**config.mk**
```make
export PLATFORM = sky130hd
export DESIGN_NAME = audio_clkgen
export DESIGN_NICKNAME = d
export VERILOG_FILES = /design/src/rtl/acg_pkg.sv /design/src/rtl/acg_ctrl.sv /design/src/rtl/acg_datapath.sv /design/src/rtl/audio_clkgen.sv
export SDC_FILE = /design/constraint.sdc
export NUM_CORES = 2
export LEC_CHECK = 0
export CELL_PAD_IN_SITES_DETAIL_PLACEMENT = 0
export CELL_PAD_IN_SITES_GLOBAL_PLACEMENT = 1
export CORE_ASPECT_RATIO = 2
export CORE_MARGIN = 1.5
export CORE_UTILIZATION = 45
export DETAILED_ROUTE_END_ITERATION = 8
export PLACE_DENSITY_LB_ADDON = 0.1
export SYNTH_ARGS = -nofsm -noshare
export SYNTH_HDL_FRONTEND = slang
export SYNTH_HIERARCHICAL = 1
export SYNTH_SLANG_ARGS = --single-unit
```
**constraint.sdc**
```tcl
create_clock -name clk -period 28.9 [get_ports clk]
set_input_delay 5.78 -clock clk [delete_from_list [all_inputs] [get_ports clk]]
set_output_delay 5.78 -clock clk [all_outputs]
set_load 0.1 [all_outputs]
```
**src/rtl/acg_pkg.sv**
```systemverilog
package acg_pkg;
  typedef enum logic [1:0] {
    REG_CTRL  = 2'd0,
    REG_FSDIV = 2'd1,
    REG_WIDTH = 2'd2,
    REG_PHASE = 2'd3
  } acgReg_e;

  // control-to-datapath strobes
  typedef struct packed {
    logic run;     // channel counting, outputs live
    logic srcSel;  // 0 = source A, 1 = source B
  } acgStrobe_t;
endpackage

```
**src/rtl/acg_ctrl.sv**
```systemverilog
module acg_ctrl #(
  parameter int DATA_W = 16,
  localparam int DIV_W = DATA_W - 2
) (
  input  logic                   clk,
  input  logic                   rstN,
  input  logic                   wrHit,
  input  logic [1:0]             wrAddr,
  input  logic [DATA_W-1:0]      wrData,
  output acg_pkg::acgStrobe_t    st,
  output logic [DIV_W-1:0]       clkDivPend,
  output logic [DATA_W-1:0]      fsDivPend,
  output logic [DATA_W-1:0]      widthPend,
  output logic [DATA_W-1:0]      phasePend
);
  import acg_pkg::*;

  logic enQ;
  logic runQ;
  logic srcQ;

  always_ff @(posedge clk or negedge rstN) begin
    if (!rstN) begin
      enQ        <= 1'b0;
      runQ       <= 1'b0;
      srcQ       <= 1'b0;
      clkDivPend <= '0;
      fsDivPend  <= '0;
      widthPend  <= '0;
      phasePend  <= '0;
    end else begin
      // run lags enable by one cycle so the datapath loads the new settings first
      runQ <= enQ;
      if (wrHit) begin
        unique case (acgReg_e'(wrAddr))
          REG_CTRL: begin
            enQ        <= wrData[DATA_W-1];
            clkDivPend <= wrData[DIV_W-1:0];
            if (!enQ && !runQ) srcQ <= wrData[DATA_W-2];
          end
          REG_FSDIV: fsDivPend <= wrData;
          REG_WIDTH: widthPend <= wrData;
          REG_PHASE: phasePend <= wrData;
          default: ;
        endcase
      end
    end
  end

  assign st.run    = runQ;
  assign st.srcSel = srcQ;
endmodule

```
**src/rtl/acg_datapath.sv**
```systemverilog
module acg_datapath #(
  parameter int DATA_W = 16,
  localparam int DIV_W = DATA_W - 2
) (
  input  logic                   clk,
  input  logic                   rstN,
  input  acg_pkg::acgStrobe_t    st,
  input  logic                   srcClkA,
  input  logic                   srcClkB,
  input  logic [DIV_W-1:0]       clkDivPend,
  input  logic [DATA_W-1:0]      fsDivPend,
  input  logic [DATA_W-1:0]      widthPend,
  input  logic [DATA_W-1:0]      phasePend,
  output logic                   bitClk,
  output logic                   frameSync
);
  localparam logic [DIV_W-1:0]  CLK_ONE = DIV_W'(1);
  localparam logic [DATA_W-1:0] FS_ONE  = DATA_W'(1);

  logic [DIV_W-1:0]  clkDivAct, bitCnt, bitHalf;
  logic [DATA_W-1:0] fsDivAct, widthAct, phaseAct, frmCnt, widthEff, phaseLoad;
  logic [DATA_W:0]   framePos;
  logic srcLvl, clkPass, fsPass, frmWrap, bitWrap, bitHigh, fsHigh;

  assign srcLvl  = st.srcSel ? srcClkB : srcClkA;
  assign clkPass = clkDivAct <= CLK_ONE;
  assign fsPass  = fsDivAct <= FS_ONE;
  assign frmWrap = srcLvl && (fsPass || frmCnt == fsDivAct - FS_ONE);
  assign bitWrap = clkPass || bitCnt == clkDivAct - CLK_ONE;

  // phase reduced once, when a new setting is taken
  assign phaseLoad = (fsDivPend <= FS_ONE) ? '0 : phasePend % fsDivPend;

  always_ff @(posedge clk or negedge rstN) begin
    if (!rstN) begin
      clkDivAct <= '0;
      fsDivAct  <= '0;
      widthAct  <= '0;
      phaseAct  <= '0;
      bitCnt    <= '0;
      frmCnt    <= '0;
    end else if (!st.run || frmWrap) begin
      clkDivAct <= clkDivPend;
      fsDivAct  <= fsDivPend;
      widthAct  <= widthPend;
      phaseAct  <= phaseLoad;
      bitCnt    <= '0;
      frmCnt    <= '0;
    end else if (srcLvl) begin
      frmCnt <= frmCnt + FS_ONE;
      bitCnt <= bitWrap ? '0 : bitCnt + CLK_ONE;
    end
  end

  always_comb begin
    if (frmCnt >= phaseAct) framePos = {1'b0, frmCnt - phaseAct};
    else framePos = {1'b0, frmCnt} + {1'b0, fsDivAct} - {1'b0, phaseAct};
  end

  assign widthEff = (widthAct == '0) ? (fsDivAct >> 1) : widthAct;
  assign fsHigh   = framePos < {1'b0, widthEff};
  assign bitHalf  = clkDivAct >> 1;
  assign bitHigh  = bitCnt < bitHalf;

  assign bitClk    = st.run && (clkPass ? srcLvl : bitHigh);
  assign frameSync = st.run && (fsPass ? srcLvl : fsHigh);
endmodule

```
**src/rtl/audio_clkgen.sv**
```systemverilog
module audio_clkgen #(
  parameter int NCH    = 2,
  parameter int DATA_W = 16,
  localparam int CH_W  = (NCH > 1) ? $clog2(NCH) : 1,
  localparam int DIV_W = DATA_W - 2
) (
  input  logic              clk,
  input  logic              rstN,
  input  logic              srcClkA,
  input  logic              srcClkB,
  input  logic              wrEn,
  input  logic [CH_W-1:0]   wrChan,
  input  logic [1:0]        wrAddr,
  input  logic [DATA_W-1:0] wrData,
  output logic [NCH-1:0]    bitClk,
  output logic [NCH-1:0]    frameSync
);
  for (genvar g = 0; g < NCH; g++) begin : g_chan
    acg_pkg::acgStrobe_t st;
    logic [DIV_W-1:0]  clkDivPend;
    logic [DATA_W-1:0] fsDivPend, widthPend, phasePend;
    logic              wrHit;

    assign wrHit = wrEn && (wrChan == CH_W'(g));

    acg_ctrl #(.DATA_W(DATA_W)) i_ctrl (
      .clk(clk), .rstN(rstN), .wrHit(wrHit), .wrAddr(wrAddr), .wrData(wrData),
      .st(st), .clkDivPend(clkDivPend), .fsDivPend(fsDivPend),
      .widthPend(widthPend), .phasePend(phasePend)
    );

    acg_datapath #(.DATA_W(DATA_W)) i_dp (
      .clk(clk), .rstN(rstN), .st(st), .srcClkA(srcClkA), .srcClkB(srcClkB),
      .clkDivPend(clkDivPend), .fsDivPend(fsDivPend), .widthPend(widthPend),
      .phasePend(phasePend), .bitClk(bitClk[g]), .frameSync(frameSync[g])
    );
  end
endmodule

```
==> results.toml <==
[outcome]
status = "complete, no violations"

[flow_run]
cap_violations = 0

[synth]
synth_cell_type_count = 104
async_flop_share_pct = 100.0
synth_seq_cells = 314
synth.most_common_cell = "ha_1"
synth_edf_count = 0
synth_area_per_cell_sq_um = 8.265
yosysWarnings = 6
synth_area_leaders = "dfrtp_1, ha_1, mux2_2, xnor2_1, a21oi_1"
synth_area_sq_um = 35220
yosysSeqAreaShare_pct = 22.31
synth_top_cell_area_share_pct = 22.31
synth_top_area_cell = "dfrtp_1"
synthTopCellsByCount = "ha_1, nand2_1, a21oi_1, dfrtp_1, inv_1"
ys.flop_type = "dfrtp_1"
syn_inst = 4261
synth_fp_nets = 4725

[layout]
nets = 4970
n_antenna_cell = 0
final_area_sq_um = 40090
fin_util_pct = 51.50
syn_to_final_growth_pct = 13.83
layout-drive-gt1-share_pct = 16.74

[place]
portBuffers = 27
hpwlAfterDp_um = 101700
post-place-ws_ps = -583.9
placed_area_sq_um = 38560
place_congestion = 0.9591

[timing]
max_slew_margin_pct = 28.87
finalSetupViolCount = 0
max_freq_mhz = 36.51
finalMaxSlewViolations = 0
worst_slack_ps = 1514
min_period_over_period_pct = 94.76
report.final.hold_viol_count = 0
post-route-min-period_ps = 27390
skew_ps = 25.52
fin_tns_setup_ps = 0
tightest_slew_ps = 1065

[global_routing]
grt_pass1_wl_um = 192700
grt_max_degree = 108
antenna_found_initial = 7
overflow = 0
grt_pass1_vias = 34270
grt_use_total_pct = 31.31

[hold_path]
hold_class = "register to register"

[clocking]
clockBufferDepth = 3
clk_latency_ps = 560
path_clk_slew_ps = 70
cts_tree = "done"
cts_buffers = 34
htreeDepth = 2
root_buffer = "clkbuf_16"
clock-sinks = 314
hold_buffers = 0

[worst_setup_path]
path_max_fanout = 14
cpMaxStageDelayCell = "or3b_2"
cp_slowest_stage_delay_ps = 510
crit_type = "register to register"
start_kind = "register"
crit_top_cell = "ha_1"
crit_arrival_ps = 27820
reg2reg_setup_slack_ps = 1510
endpoint_kind = "register"
worstPathRequired_ps = 29340

[detailed_routing]
drc = 0
wire_per_inst_um = 22.70
vias = 33140
wl_um = 126100
vias_per_cell = 5.963
first_iter_violations = 1369
antenna_left = 0
drt_pass1_iterations = 7

[die]
start_util_pct = 45.25
core-area_sq_um = 77830
die_w_um = 200.8
die_area_sq_um = 80050
rows = 145
dieHeight_um = 398.6
ioPinCount = 28
## layout make-up
class	instances	area [sq um]
clock buffers	41	918.4
repair buffers	352	2731
fillers	7732	37750
multi-input cells	3489	25870
flip-flops and latches	314	7858
inverters	315	1182
clock inverters	17	234.0
well taps	1029	1287
## path summary, 6_finish.rpt
path,start,endpoint,cells past startpoint
min reg2reg,g_chan[1].i_ctrl/enQ$_DFFE_PN0P_,g_chan[1].i_ctrl/runQ$_DFF_PN0_,0
min,g_chan[1].i_ctrl/enQ$_DFFE_PN0P_,g_chan[1].i_ctrl/runQ$_DFF_PN0_,0
max reg2reg,g_chan[1].i_ctrl/fsDivPend[8]$_DFFE_PN0P_,g_chan[1].i_dp/phaseAct[11]$_DFFE_PN0N_,117
max in group asynchronous,rstN,g_chan[0].i_dp/fsDivAct[2]$_DFFE_PN0N_,3
min in group asynchronous,rstN,g_chan[1].i_dp/phaseAct[6]$_DFFE_PN0N_,1
max,g_chan[1].i_ctrl/fsDivPend[8]$_DFFE_PN0P_,g_chan[1].i_dp/phaseAct[11]$_DFFE_PN0N_,117
## state kept, by name, indices dropped and copies added, names as in the netlist, 28 cells and up
register / cells
g_chan.i_dp/widthAct: 32
g_chan.i_dp/fsDivAct: 32
g_chan.i_ctrl/phasePend: 32
g_chan.i_ctrl/fsDivPend: 32
g_chan.i_dp/bitCnt: 28
g_chan.i_dp/frmCnt: 32
g_chan.i_ctrl/clkDivPend: 28
g_chan.i_dp/phaseAct: 32
g_chan.i_dp/clkDivAct: 28
g_chan.i_ctrl/widthPend: 32
## through the flow
stage,instances,hold WS [ps]
floorplan,4261,371.2
global placement,5490,383.6
detailed placement,5490,385.5
CTS,5548,397.7
global route,5557,414.5
finish,5557,407.3
## logic make-up after synthesis
logic type	after synthesis	synth area share, %
flops	314	22.31
mux	270	8.463
xor+xnor	284	7.063
fa+ha+maj	440	16.40
compound gates	1202	22.37
buf+inv	458	5.127
simple gates	1293	18.26
## placed cells by master, fill, tap and decap left out, types with 51 or more instances in the layout
| master | n |
|---|---|
| ha_1 | 403 |
| nand2_1 | 358 |
| buf_4 | 323 |
| dfrtp_1 | 314 |
| inv_1 | 314 |
| a21oi_1 | 310 |
| nor2_1 | 269 |
| o21ai_0 | 243 |
| mux2_2 | 222 |
| xnor2_1 | 184 |
| nor3_1 | 124 |
| a21o_1 | 117 |
| nand3_1 | 115 |
| xor2_1 | 100 |
| o21a_1 | 84 |
| nand2b_1 | 70 |
| nand4_1 | 51 |
## worst max-delay path, delay by kind of cell (launching register included)
family / cells / cell delay [ps]
adder cells (fa/ha/maj): 15 / 4680
buffers and inverters: 9 / 1380
flip-flops: 1 / 480
AND/OR/NAND/NOR: 22 / 4640
AO/OA/AOI/OAI: 64 / 13940
multiplexers: 7 / 2170
## routing by layer
metal  vias to the layer above  share of wire (%)  wire length, um  GRT usage (%)
met5                         -              0.029               37              0
met4                         6                8.9            11210          24.26
met3                       437                2.5             3121          2.653
met2                       704                 55            69640          63.21
met1                     15970                 33            42130          28.28
li1                      16020                  -                -              -
## timing repair
action	4_1_cts	5_1_grt
buffers inserted	0	9
pin swaps	0	7
endpoints found under the setup margin	17	32
gates resized for setup	11	77
Power is not shown: default switching activity piles up to over one toggle a cycle in this logic, so the estimate is an artifact.
